File: config.mk
export PLATFORM = sky130hd
export DESIGN_NAME = spi_chain_target
export DESIGN_NICKNAME = d
export VERILOG_FILES = /design/src/rtl/spi_chain_pkg.sv /design/src/rtl/spi_pin_sync.sv /design/src/rtl/spi_edge_det.sv /design/src/rtl/spi_frame_engine.sv /design/src/rtl/spi_chain_target.sv
export SDC_FILE = /design/constraint.sdc
export NUM_CORES = 1
export LEC_CHECK = 0
export CORE_MARGIN = 2
export CORE_UTILIZATION = 25
export DETAILED_ROUTE_END_ITERATION = 10
export SYNTH_ARGS = -nofsm -noshare
export SYNTH_HDL_FRONTEND = slang
export SYNTH_SLANG_ARGS = --single-unit
File: constraint.sdc
create_clock -name clk -period 4.6 [get_ports clk]
set_clock_uncertainty 0.1 [all_clocks]
set_input_delay 0.46 -clock clk [delete_from_list [all_inputs] [get_ports clk]]
set_output_delay 0.46 -clock clk [all_outputs]
set_load 0.02 [all_outputs]
File: src/rtl/spi_chain_pkg.sv
package spi_chain_pkg;
  localparam int unsigned DEF_WORD_W = 16;

  typedef struct packed {
    logic rise;
    logic fall;
  } edge_t;
endpackage

File: src/rtl/spi_pin_sync.sv
module spi_pin_sync #(
  parameter int unsigned WIDTH   = 3,
  parameter int unsigned STAGES  = 2,
  parameter logic [WIDTH-1:0] RST_VAL = '0
) (
  input  logic             clk,
  input  logic             rst,
  input  logic [WIDTH-1:0] din,
  output logic [WIDTH-1:0] dout,
  output logic [WIDTH-1:0] dly
);
  for (genvar b = 0; b < WIDTH; b++) begin : g_bit
    logic [STAGES:0] chain;
    always_ff @(posedge clk) begin
      if (rst) chain <= {(STAGES+1){RST_VAL[b]}};
      else     chain <= {chain[STAGES-1:0], din[b]};
    end
    assign dout[b] = chain[STAGES-1];
    assign dly[b]  = chain[STAGES];
  end
endmodule

File: src/rtl/spi_edge_det.sv
module spi_edge_det
  import spi_chain_pkg::*;
(
  input  logic  sclk_now,
  input  logic  sclk_old,
  input  logic  csn_now,
  input  logic  csn_old,
  output edge_t sclk_e,
  output edge_t csn_e,
  output logic  sel
);
  always_comb begin
    sclk_e.rise = sclk_now & ~sclk_old;
    sclk_e.fall = ~sclk_now & sclk_old;
    csn_e.rise  = csn_now & ~csn_old;
    csn_e.fall  = ~csn_now & csn_old;
    sel         = ~csn_now;
  end
endmodule

File: src/rtl/spi_frame_engine.sv
module spi_frame_engine
  import spi_chain_pkg::*;
#(
  parameter int unsigned WORD_W = DEF_WORD_W
) (
  input  logic              clk,
  input  logic              rst,
  input  logic              sel,
  input  edge_t             sclk_e,
  input  edge_t             csn_e,
  input  logic              si_bit,
  input  logic [WORD_W-1:0] status_in,
  output logic              so_q,
  output logic              oe_q,
  output logic [WORD_W-1:0] cmd_q,
  output logic              vld_q
);
  localparam int unsigned CNT_W = (WORD_W > 2) ? $clog2(WORD_W) : 1;
  localparam logic [CNT_W-1:0] LAST = CNT_W'(WORD_W - 1);

  logic [WORD_W-1:0] shreg;
  logic [CNT_W-1:0]  cnt;
  logic              full;
  logic              frame_ok;

  assign frame_ok = full && (cnt == '0);

  always_ff @(posedge clk) begin
    if (rst) begin
      shreg <= '0;
      cnt   <= '0;
      full  <= 1'b0;
      so_q  <= 1'b0;
      oe_q  <= 1'b0;
      cmd_q <= '0;
      vld_q <= 1'b0;
    end else begin
      vld_q <= 1'b0;
      if (csn_e.fall) begin
        shreg <= status_in;
        cnt   <= '0;
        full  <= 1'b0;
        so_q  <= 1'b0;
        oe_q  <= 1'b1;
      end else if (csn_e.rise) begin
        oe_q <= 1'b0;
        if (frame_ok) begin
          cmd_q <= shreg;
          vld_q <= 1'b1;
        end
      end else if (sel) begin
        if (sclk_e.rise) so_q <= shreg[WORD_W-1];
        if (sclk_e.fall) begin
          shreg <= {shreg[WORD_W-2:0], si_bit};
          if (cnt == LAST) begin
            cnt  <= '0;
            full <= 1'b1;
          end else begin
            cnt <= cnt + 1'b1;
          end
        end
      end
    end
  end


  vld_single_chk: assert property (@(posedge clk) disable iff (rst)
    vld_q |=> !vld_q);

  vld_deselected_chk: assert property (@(posedge clk) disable iff (rst)
    vld_q |-> !oe_q);

  cmd_hold_chk: assert property (@(posedge clk) disable iff (rst)
    !vld_q |-> $stable(cmd_q));

  so_start_chk: assert property (@(posedge clk) disable iff (rst)
    $rose(oe_q) |-> !so_q);

  so_idle_chk: assert property (@(posedge clk) disable iff (rst)
    (!sel && !oe_q) |=> $stable(so_q));
endmodule

File: src/rtl/spi_chain_target.sv
module spi_chain_target
  import spi_chain_pkg::*;
#(
  parameter int unsigned WORD_W      = DEF_WORD_W,
  parameter int unsigned SYNC_STAGES = 2
) (
  input  logic              clk,
  input  logic              rst,
  input  logic              spi_sclk,
  input  logic              spi_cs_n,
  input  logic              spi_si,
  input  logic [WORD_W-1:0] status_word,
  output logic              spi_so,
  output logic              spi_so_oe,
  output logic [WORD_W-1:0] cmd_word,
  output logic              cmd_valid
);
  localparam int unsigned PIN_N = 3;
  localparam logic [PIN_N-1:0] PIN_RST = 3'b010;

  logic [PIN_N-1:0] pins_raw, pins_now, pins_old;
  edge_t            sclk_e, csn_e;
  logic             sel;
  logic             sync_unused;

  assign pins_raw    = {spi_si, spi_cs_n, spi_sclk};
  assign sync_unused = pins_old[2];

  spi_pin_sync #(
    .WIDTH  (PIN_N),
    .STAGES (SYNC_STAGES),
    .RST_VAL(PIN_RST)
  ) u_sync (
    .clk (clk),
    .rst (rst),
    .din (pins_raw),
    .dout(pins_now),
    .dly (pins_old)
  );

  spi_edge_det u_edge (
    .sclk_now(pins_now[0]),
    .sclk_old(pins_old[0]),
    .csn_now (pins_now[1]),
    .csn_old (pins_old[1]),
    .sclk_e  (sclk_e),
    .csn_e   (csn_e),
    .sel     (sel)
  );

  spi_frame_engine #(
    .WORD_W(WORD_W)
  ) u_engine (
    .clk      (clk),
    .rst      (rst),
    .sel      (sel),
    .sclk_e   (sclk_e),
    .csn_e    (csn_e),
    .si_bit   (pins_now[2]),
    .status_in(status_word),
    .so_q     (spi_so),
    .oe_q     (spi_so_oe),
    .cmd_q    (cmd_word),
    .vld_q    (cmd_valid)
  );
endmodule

# After elaboration in Yosys (flattened, before gate mapping)
# Index checks and enable logic that the tools add are counted.
# op_classes
eq_ne	3
reduce_logical	11
add_sub_neg	1
n_mux	8
bitwise	10
# ops
op	count
16-bit two-way mux	4
3-bit AND reduction	4
1-bit inverter	6
4-bit by 1-bit adder with 4-bit output (second input constant)	1
1-bit AND	4
4-bit == test (second input constant)	1
4-bit logical NOT	1
4-bit two-way mux	1
2-bit != test (second input constant)	2
4-bit AND reduction	1
2-bit nonzero test	2
1-bit two-way mux	3
3-bit OR reduction	1
2-bit OR reduction	1
1-bit logical AND	1
# word_totals
ff_bits	48
out_inout_bits	19

# Longest topological paths before layout
# Gate-level depths: netlist of the first run.
# depth
word_depth	6
mapped_depth	7

# Modules after synthesis
# A second synthesis of the first run with hierarchy kept.
# unflattened
hier_cells	234
area_unflattened_um2	2067.0
# modules_own_cells
module	instances	cells_per_inst	area_each_um2	seq_area_each_um2
spi_frame_engine	1	205	1751.7	800.8
spi_pin_sync	1	24	281.5	180.2
spi_edge_det	1	5	33.8	0.0

# Worst setup path after synthesis of the first run
# Ideal clock, no wire load.
# synth_path
kind	register -> register
startpoint	register u_sync.g_bit[1].chain[2]
endpoint	register u_engine.cnt[3]
slack_ns	2.675
arrival_time_ns	1.755
stages_incl_launch_ff	6
setup_time_ns	0.070
cell_sequence	dfxtp_1 inv_1 ha_1 or4b_4 or4_1 a21oi_1
# synth_via
elab_chain_len	4
word_cells_on_any_way	6
cone_classes	bitwise (4); reduce/logical (2)
# synth_lines
item	line_no	rtl
from (decl)	spi_pin_sync.sv:13	logic [STAGES:0] chain;
from (signal assigned)	spi_pin_sync.sv:15	if (rst) chain <= {(STAGES+1){RST_VAL[b]}};
from (signal assigned)	spi_pin_sync.sv:16	else chain <= {chain[STAGES-1:0], din[b]};
1-bit inverter	spi_edge_det.sv:15	csn_e.rise = csn_now & ~csn_old;
1-bit AND	spi_edge_det.sv:15	
1-bit inverter (no line)	n/a	
3-bit AND reduction (no line)	n/a	
to (signal assigned)	spi_frame_engine.sv:59	cnt <= cnt + 1'b1;
to (decl)	spi_frame_engine.sv:22	logic [CNT_W-1:0] cnt;
# Parallel ways exist; a longest one is shown, timed or not.
# A chain may end at the register's enable or synchronous reset.

# Worst setup path after layout of the first run
# layout_path
startpoint	register u_sync.g_bit[1].chain[1]
endpoint	register u_engine.shreg[5]
# layout_via
elab_chain_len	4
word_cells_on_any_way	8
cone_classes	eq/ne (2); mux (1); bitwise (3); reduce/logical (2)
# layout_lines
item	line_no	rtl
1-bit inverter (no line)	n/a	
1-bit AND	spi_edge_det.sv:16	csn_e.fall = ~csn_now & csn_old;
2-bit != test (no line) / 2-bit nonzero test (equally long branches)	n/a	
3-bit AND reduction (no line)	n/a	
to (signal assigned)	spi_frame_engine.sv:40	shreg <= status_in;
to (signal assigned)	spi_frame_engine.sv:54	shreg <= {shreg[WORD_W-2:0], si_bit};
to (decl)	spi_frame_engine.sv:21	logic [WORD_W-1:0] shreg;
# Parallel ways exist; a longest one is shown, timed or not.

==> results of run 1 <==
final cells by class:
type / instances / area, sq um
inverters: 24 / 90.1
repair buffers: 41 / 405
clock buffers: 5 / 68.8
well taps: 105 / 131
multi-input cells: 141 / 1010
flip-flops and latches: 48 / 961
fillers: 870 / 5590
flip-flops by register name, indices dropped and copies added (netlist names):
name                cells
u_engine.cmd_q         16
u_engine.vld_q          1
u_engine.cnt            4
u_engine.oe_q           1
u_sync.g_bit.chain      8
u_engine.so_q           1
u_engine.full           1
u_engine.shreg         16
synthesized netlist by cell type, drive strengths merged:
cell     number
mux2i         2
o31ai         1
dfxtp        48
nor4b         2
nand4bb       1
a21oi        21
nand3        19
a2111oi      16
nor2b         6
buf           2
a211o         1
o21ai        16
mux2         16
nor4bb        1
nor2          3
a21o          1
or4b          1
inv          24
a211oi       16
nand2         4
or4           1
nor3          1
or2           4
a41oi         1
nand2b        1
ha            6
clkbuf       17
kinds of logic (layout without fill, tap and decap cells):
group | count (synthesis) | in the layout
flip-flops | 48 | 48
multiplexers | 18 | 18
AND/OR/NAND/NOR | 44 | 44
buffers and inverters | 43 | 70
adder cells (fa/ha/maj) | 6 | 6
AO/OA/AOI/OAI | 73 | 73
cells in the final DEF (no fill, tap or decap):
cell type / count
clkbuf_8: 5
or4b_4: 1
nand4bb_1: 1
o21ai_0: 16
a211o_1: 1
a211oi_1: 16
nand2_1: 4
nor2_1: 3
inv_1: 24
or4_1: 1
a41oi_1: 1
nand2b_1: 1
nand3_1: 19
dfxtp_1: 48
clkdlybuf4s50_1: 39
buf_4: 2
or2_2: 4
mux2i_1: 2
nor4bb_2: 1
ha_1: 6
nor4b_1: 2
a21o_1: 1
mux2_2: 16
nor3_1: 1
o31ai_1: 1
a21oi_1: 21
a2111oi_0: 16
nor2b_1: 6
worst max-delay path by stage:
stage	from	slack (ps)	cells after the start	end
after floorplan	u_sync.g_bit[1].chain[2]	2680	5	u_engine.cnt[3]
after global placement	u_sync.g_bit[1].chain[1]	2110	5	u_engine.shreg[11]
after detailed placement	u_sync.g_bit[1].chain[1]	2010	5	u_engine.shreg[7]
after CTS	u_sync.g_bit[1].chain[1]	2020	5	u_engine.shreg[5]
after global routing	u_sync.g_bit[1].chain[1]	1750	5	u_engine.shreg[3]
final	u_sync.g_bit[1].chain[1]	1980	5	u_engine.shreg[5]
layer usage:
layer	routed length (um)	global-route usage (%)	part of all wire (%)	vias up
met5	0	0	0	-
met4	88	4.58	1.8	0
met1	2500	15.7	53	786
met3	183	2.72	3.8	7
met2	1990	15.2	42	34
li1	-	-	-	893
through the flow:
stage | std cells | utilization (%) | hold WS (ps)
global placement | 359 | 31.5 | 301
finish | 364 | 32.3 | 317
global route | 364 | 32.3 | 335
floorplan | 232 | - | 289
detailed placement | 359 | 31.5 | 303
CTS | 364 | 32.3 | 322
where the power goes:
part	internal [mW]	switching [mW]	total (mW)
logic	0.0310	0.0275	0.0585
registers	0.422	0.00537	0.428
clock network	0.0983	0.127	0.226
total	0.552	0.160	0.712
worst max-delay path: stages (launching register included):
cell and delay, ps:
dfxtp_1 380, inv_1 100, ha_1 650, inv_1 430, a211o_1 570, a211oi_1 310
==> impl_metrics.csv, run 1 <==
group,metric,value,unit
worst_setup_path,arrival,2730,ps
global_routing,gr-total-overflow,0,
floorplanning,row_count,33,
clock_network,cts_sinks,48,
logic_synthesis,synth-adder-area-share,3.52,%
logic_synthesis,synth.distinct_cells,27,
route,drtAntennaViolNets,0,
place,routabilityCongestion,0.756,
logic_synthesis,synthMuxAreaShare,9.38,%
place,post_dp_cell_area,2600,sq um
worst_setup_path,r2r_end,"u_engine.shreg[5]",
sta,finalWorstSetupSlack,1980,ps
route,drt_iter0_drc,126,
logic_synthesis,syn-num-nets,259,
worst_setup_path,crit_fanout,17,
power_and_ir_drop,total_power,0.712,mW
place,post-dp-hpwl,3.35,mm
floorplanning,die_w,96.4,um
floorplanning,chipHeight,96.4,um
global_routing,antenna_found_initial,0,
finish,final_nets,288,
clock_network,cts-root-buf,"clkbuf_8",
logic_synthesis,synth_xor_area_share,0,%
logic_synthesis,yosys.area.top_type,"dfxtp_1",
global_routing,grt_pass1_wl,7.68,mm
worst_setup_path,start_kind,"register",
logic_synthesis,ys_seq_elements,48,
sta,fin_tns_setup,0,ps
logic_synthesis,synth_top_family_by_area,"compound AO/OA/AOI/OAI gates",
logic_synthesis,synthSimpleGateAreaFrac,12.0,%
sta,worstMarginPinSlew,1050,ps
clock_network,cts_resized,0,
clock_network,clk_pin_slew,80,ps
sta,rsz0062_at_grt,"no",
floorplanning,io_pins,40,
sta,fin_crit_sh,57.0,%
logic_synthesis,syn_inst,232,
route,dr.pass1.iters,4,
power_and_ir_drop,ir_worst_vdd,94.0,uV
job,cap_violations,0,
clock_network,cts_tree,"built",
clock_network,clkLatencyLatePin,290,ps
sta,relSlewSlack,29.9,%
logic_synthesis,ys_seq_area_share,45.0,%
worst_hold_path,min_delay_worst_endpoint,"u_sync.g_bit[1].chain[1]",
logic_synthesis,avgSynthCellArea,9.20,sq um
global_routing,track_usage,10.9,%
finish,antenna_cells,0,
clock_network,cts-htree-levels,2,
finish,final_area,2670,sq um
finish,synthToLayoutAreaGrowth,25.2,%
global_routing,grt_pass1_vias,1511,
clock_network,cts_setup_buffers,0,
sta,fmax,382,MHz
sta,period_needed,2620,ps
logic_synthesis,synth-compound-area-share,22.4,%
global_routing,grt_max_degree,43,
sta,setup_viol,0,
floorplanning,initial_core_util,25.8,%
worst_setup_path,reg2reg_depth,5,
worst_setup_path,criticalPathCategory,"register to register",
worst_setup_path,worstPathRequired,4710,ps
sta,finalMaxSlewViolations,0,
worst_hold_path,min_path_type,"register to register",
route,drt_drc_violations_left,0,
worst_hold_path,min_path_cells,1,
clock_network,cts_buffer_depth,2,
worst_hold_path,hp-start,"u_sync.g_bit[1].chain[0]",
worst_setup_path,reg2reg_slack,1980,ps
power_and_ir_drop,power_density,266,nW/um^2
worst_setup_path,r2r_start,"u_sync.g_bit[1].chain[1]",
place,post-place-ws,2010,ps
worst_setup_path,crit_path_end_kind,"register",
logic_synthesis,ys_top_cells_by_area,"dfxtp_1, mux2_2, a2111oi_0, a211oi_1, a21oi_1",
clock_network,cts_made_buffers,5,
floorplanning,core_area,8260,sq um
sta,report.final.hold_viol_count,0,
logic_synthesis,ys.warnings.count,0,
route,wl_per_cell,13.1,um
finish,drive_gt1_share,11.2,%
run_status,status,"finished, final reports clean",
route,vias,1720,
place,portBuffers,39,
logic_synthesis,syn-cell-area,2130,sq um
floorplanning,dieArea,9290,sq um
logic_synthesis,synth_top_area_share,45.0,%
power_and_ir_drop,leakagePower,0.853,nW
route,vias_per_cell,4.73,
clock_network,cts_hold_buf,0,
route,drt_wl_total,4.76,mm
(Power assumes the default switching activity.)
==> inputs of run 2 (changes only) <==
==> constraint.sdc (replaced) <==
create_clock -name clk -period 2.6 [get_ports clk]
set_clock_uncertainty 0.1 [all_clocks]
set_input_delay 0.26 -clock clk [delete_from_list [all_inputs] [get_ports clk]]
set_output_delay 0.26 -clock clk [all_outputs]
set_load 0.02 [all_outputs]
==> run 2 against run 1 <==
Effect of this change:
- routed wire length up 5.4%
- cell count up 1.9%
- core utilization up 0.98 points
- setup slack worse by 1400 ps
- global-route usage up 0.69 points
- critical path depth unchanged
- maximum frequency up 28%
- sequential power up 77%
- clock power up 130%
- die area unchanged
- critical path type unchanged
==> impl_metrics.csv, run 2 (same netlist as run 1, synthesis figures left out) <==
group,metric,value,unit
global_routing,grt_pass1_vias,1691,
run_status,status,"finished, final reports clean",
floorplanning,row_count,33,
global_routing,antenna_found_initial,0,
finish,top_regs,"u_engine.cmd_q: 16 flops, u_engine.shreg: 16 flops, u_sync.g_bit.chain: 8 flops",
clock_network,cts_buffer_depth,2,
place,routabilityCongestion,0.712,
sta,report.final.hold_viol_count,0,
worst_setup_path,arrival,2180,ps
place,post-place-ws,566,ps
sta,fin_crit_sh,78.7,%
sta,period_needed,2050,ps
clock_network,cts_tree,"built",
route,vias,1791,
clock_network,cts_hold_buf,0,
sta,finalWorstSetupSlack,554,ps
route,highest_layer,"met4",
route,drt_iter0_drc,144,
sta,fin_tns_setup,0,ps
global_routing,track_usage,11.5,%
worst_setup_path,crit_fanout,4,
route,met1_length,2.51,mm
floorplanning,core_area,8260,sq um
sta,fmax,489,MHz
power_and_ir_drop,power_density,507,nW/um^2
finish,final_nets,292,
finish,antenna_cells,0,
route,wl_per_cell,13.5,um
sta,rsz0062_at_grt,"no",
finish,drive_gt1_share,13.2,%
floorplanning,chipHeight,96.4,um
global_routing,gr-total-overflow,0,
worst_setup_path,path_cells,"inv_1 > ha_1 > or4b_4 > or4_1 > a21oi_1",
route,drt_wl_total,5.02,mm
floorplanning,dieArea,9290,sq um
worst_setup_path,reg2reg_slack,550,ps
sta,finalMaxSlewViolations,0,
worst_setup_path,worstPathRequired,2730,ps
power_and_ir_drop,ir_worst_vdd,155,uV
global_routing,grt_pass1_wl,8.35,mm
sta,setup_viol,0,
clock_network,cts_made_buffers,5,
worst_setup_path,crit_path_end_kind,"register",
route,drtAntennaViolNets,0,
worst_setup_path,cp_slowest_cell,"or4b_4",
route,vias_per_cell,4.83,
route,drt_drc_violations_left,0,
clock_network,cts-htree-levels,2,
power_and_ir_drop,leakagePower,0.897,nW
worst_hold_path,min_path_type,"register to register",
place,post-dp-hpwl,3.56,mm
place,portBuffers,39,
global_routing,grt_max_degree,37,
clock_network,cts_sinks,48,
job,cap_violations,0,
floorplanning,initial_core_util,25.8,%
floorplanning,die_w,96.4,um
worst_setup_path,start_kind,"register",
clock_network,clkLatencyLatePin,300,ps
worst_setup_path,crit_path_max_incr_delay,560,ps
sta,relSlewSlack,42.7,%
finish,final_cell_mix,"dfxtp_1, clkdlybuf4s50_1, inv_1",
route,route.met2.wl,2.18,mm
clock_network,cts_setup_buffers,0,
finish,final_common_cell,"dfxtp_1",
finish,synthToLayoutAreaGrowth,29.0,%
route,dr.pass1.iters,4,
clock_network,cts_resized,0,
worst_setup_path,criticalPathCategory,"register to register",
floorplanning,io_pins,40,
finish,fin_util,33.3,%
clock_network,clk_pin_slew,90,ps
sta,worstMarginPinSlew,847,ps
route,dr_wl_met3,249,um
clock_network,cts-root-buf,"clkbuf_8",
power_and_ir_drop,total_power,1.40,mW
[run 2: cell count changes in the layout (fill, tap and decap cells not counted), sizes merged]
cell / before / now
bufinv: 0 / 1
clkinv: 0 / 1
clkbuf: 5 / 6
buf: 2 / 6
[run 2: worst paths after layout]
| check | start | to | cells after the start |
|---|---|---|---|
| setup reg to reg | u_sync.g_bit[1].chain[2] | u_engine.cnt[3] | 5 |
| hold reg to reg | u_sync.g_bit[1].chain[0] | u_sync.g_bit[1].chain[1] | 1 |
| hold / removal | u_sync.g_bit[1].chain[0] | u_sync.g_bit[1].chain[1] | 1 |
| setup / recovery | u_sync.g_bit[1].chain[2] | u_engine.cnt[3] | 5 |
[run 2: per-layer routing]
layer | GRT usage, % | vias up
met5 | 0 | -
met4 | 4.58 | 0
met3 | 2.79 | 4
met2 | 16.7 | 45
met1 | 16.4 | 836
li1 | - | 906
[run 2: per-stage QoR]
step,instances,area (sq um),hold WS [ps]
2_1_floorplan,232,2130,232
3_3_place_gp,363,2650,299
3_5_place_dp,363,2650,300
4_1_cts,371,2750,320
5_1_grt,371,2750,336
6_report,371,2750,315
[run 2: layout make-up]
| class | count | area (sq um) |
|---|---|---|
| timing repair buffer | 45 | 448 |
| clock buffer | 6 | 72.6 |
| fill | 851 | 5510 |
| clock inverter | 2 | 35.0 |
| inverter | 24 | 90.1 |
| sequential | 48 | 961 |
| multi-input combinational | 141 | 1010 |
| tap | 105 | 131 |
[run 2: worst max-delay path: cells and delay by family (launching register included)]
family                     cells  cell delay (ps)
and+or+nand+nor                2             1050
buffers and inverters          1               70
AOI/OAI and AO/OA              1              160
DFF                            1              360
adders and majority gates      1              240
[run 2: report_power, final]
group          internal, mW  switching, mW  leakage [nW]
clock network         0.286          0.243        0.0552
logic                0.0597         0.0500         0.453
registers             0.747        0.00953         0.389
total                  1.09          0.303         0.897
==> inputs of run 3 (changes only) <==
==> constraint.sdc (replaced) <==
create_clock -name clk -period 2.1 [get_ports clk]
set_clock_uncertainty 0.1 [all_clocks]
set_input_delay 0.21 -clock clk [delete_from_list [all_inputs] [get_ports clk]]
set_output_delay 0.21 -clock clk [all_outputs]
set_load 0.02 [all_outputs]
==> run 3 against run 2 <==
Effect of this change:
- sequential cell count is the same
- core utilization rose by 0.53 points
- count of clock-buffer cells in the layout fell by 1
- maximum frequency increased by 4.6%
- routed wire length is 2.3% lower
- sequential share of layout area shrank 0.46 points
- critical path type unchanged
==> impl_metrics.csv, run 3 (same netlist as run 1, synthesis figures left out) <==
group,metric,value,unit
sta,period_needed,1960,ps
worst_setup_path,start_kind,"register",
job,cap_violations,0,
route,drtAntennaViolNets,0,
finish,final_common_cell,"dfxtp_1",
power_and_ir_drop,ir_worst_vdd,255,uV
route,drt_wl_total,4.91,mm
route,route.met2.wl,2.16,mm
worst_setup_path,arrival,2080,ps
clock_network,cts_sinks,48,
power_and_ir_drop,power_density,606,nW/um^2
route,dr_wl_met3,290,um
worst_setup_path,path_cells,"inv_1 > ha_2 > or4b_4 > or4_1 > a21oi_1",
route,met1_length,2.35,mm
worst_setup_path,reg2reg_slack,140,ps
run_status,status,"finished, final reports clean",
clock_network,cts_resized,0,
global_routing,antenna_found_initial,0,
sta,report.final.hold_viol_count,0,
clock_network,cts_tree,"built",
clock_network,cts_setup_buffers,0,
place,place_inst,369,
global_routing,gr-total-overflow,0,
route,vias_per_cell,4.75,
power_and_ir_drop,pwr-share-seq,55.3,%
global_routing,grt_pass1_vias,1800,
sta,setup_viol,0,
place,portBuffers,39,
finish,top_regs,"u_engine.cmd_q: 16 flops, u_engine.shreg: 16 flops, u_sync.g_bit.chain: 8 flops",
place,post-dp-hpwl,3.57,mm
floorplanning,chipHeight,96.4,um
finish,final_cell_mix,"dfxtp_1, clkdlybuf4s50_1, inv_1",
finish,antenna_cells,0,
clock_network,cts-htree-levels,2,
global_routing,grt_pass1_wl,8.45,mm
finish,multi_input_area,1020,sq um
worst_setup_path,crit_fanout,4,
power_and_ir_drop,p_comb_share,8.1,%
worst_setup_path,crit_path_max_incr_delay,560,ps
sta,relSlewSlack,69.0,%
clock_network,cts_made_buffers,5,
finish,synthToLayoutAreaGrowth,31.1,%
finish,fin_util,33.9,%
finish,drive_gt1_share,16.3,%
power_and_ir_drop,total_power,1.69,mW
sta,worstMarginPinSlew,453,ps
sta,holdWs,312,ps
worst_setup_path,cp_slowest_cell,"or4b_4",
clock_network,clkLatencyLatePin,290,ps
worst_setup_path,criticalPathCategory,"register to register",
sta,fin_tns_setup,0,ps
finish,final_cells,375,
floorplanning,initial_core_util,25.8,%
sta,fmax,511,MHz
route,vias,1781,
clock_network,cts-root-buf,"clkbuf_8",
floorplanning,row_count,33,
worst_setup_path,crit_path_end_kind,"register",
sta,fin_crit_sh,93.1,%
floorplanning,io_pins,40,
sta,rsz0062_at_grt,"no",
clock_network,cts_buffer_depth,2,
clock_network,cts_hold_buf,0,
floorplanning,core_area,8260,sq um
sta,finalMaxSlewViolations,0,
worst_hold_path,min_path_type,"register to register",
global_routing,grt_max_degree,33,
route,drt_iter0_drc,95,
route,dr.pass1.iters,4,
power_and_ir_drop,leakagePower,0.918,nW
power_and_ir_drop,p_switching,0.351,mW
route,wl_per_cell,13.1,um
finish,final_nets,298,
place,routabilityCongestion,0.765,
global_routing,track_usage,11.3,%
worst_setup_path,worstPathRequired,2220,ps
power_and_ir_drop,pwr-share-clk,36.5,%
power_and_ir_drop,switching_share,20.7,%
floorplanning,dieArea,9290,sq um
power_and_ir_drop,internal_power,1.34,mW
finish,fill_cells,879,
finish,regArea,963,sq um
route,highest_layer,"met4",
route,drt_drc_violations_left,0,
floorplanning,die_w,96.4,um
clock_network,clk_pin_slew,80,ps
==> run 3: worst paths after layout <==
check | from | to | depth (start not counted)
max | u_sync.g_bit[1].chain[2] | u_engine.cnt[3] | 5
min | u_sync.g_bit[1].chain[0] | u_sync.g_bit[1].chain[1] | 1
max reg2reg | u_sync.g_bit[1].chain[2] | u_engine.cnt[3] | 5
min reg2reg | u_sync.g_bit[1].chain[0] | u_sync.g_bit[1].chain[1] | 1
==> run 3: routing by layer <==
metal | GRT usage [%] | up-vias
li1 | - | 917
met1 | 15.1 | 812
met2 | 17.2 | 44
met3 | 2.87 | 8
met4 | 4.93 | 0
met5 | 0 | -
==> run 3: per-stage QoR <==
| step | setup slack (ps) | instance area [sq um] |
|---|---|---|
| 2_1_floorplan | 175 | 2130 |
| 3_3_place_gp | 146 | 2690 |
| 3_5_place_dp | 67.4 | 2690 |
| 4_1_cts | 51.1 | 2790 |
| 5_1_grt | 42.8 | 2800 |
| 6_report | 144 | 2800 |
==> run 3: critical path: cells and delay by family (launching register included) <==
kind	cells	cell delay (ps)
DFF	1	350
adders and majority gates	1	200
AOI/OAI and AO/OA	1	150
and+or+nand+nor	2	1030
buffers and inverters	1	60
==> run 3: power by group through the flow <==
stage / combinational [mW] / sequential [mW] / clock (mW)
4_1_cts: 0.138 / 0.938 / 0.647
3_3_place_gp: 0.136 / 0.959 / 0
5_1_grt: 0.151 / 0.941 / 0.667
2_1_floorplan: 0.0736 / 0.955 / 0
3_5_place_dp: 0.137 / 0.959 / 0
6_report: 0.138 / 0.938 / 0.619
==> run 3: layout make-up <==
class / instances / area share [%]
Multi-Input combinational cell: 141 / 36.5
Sequential cell: 48 / 34.5
Timing Repair Buffer: 51 / 17.6
Tap cell: 105 / 4.70
Inverter: 24 / 3.22
Clock buffer: 5 / 2.46
Clock inverter: 1 / 1.07
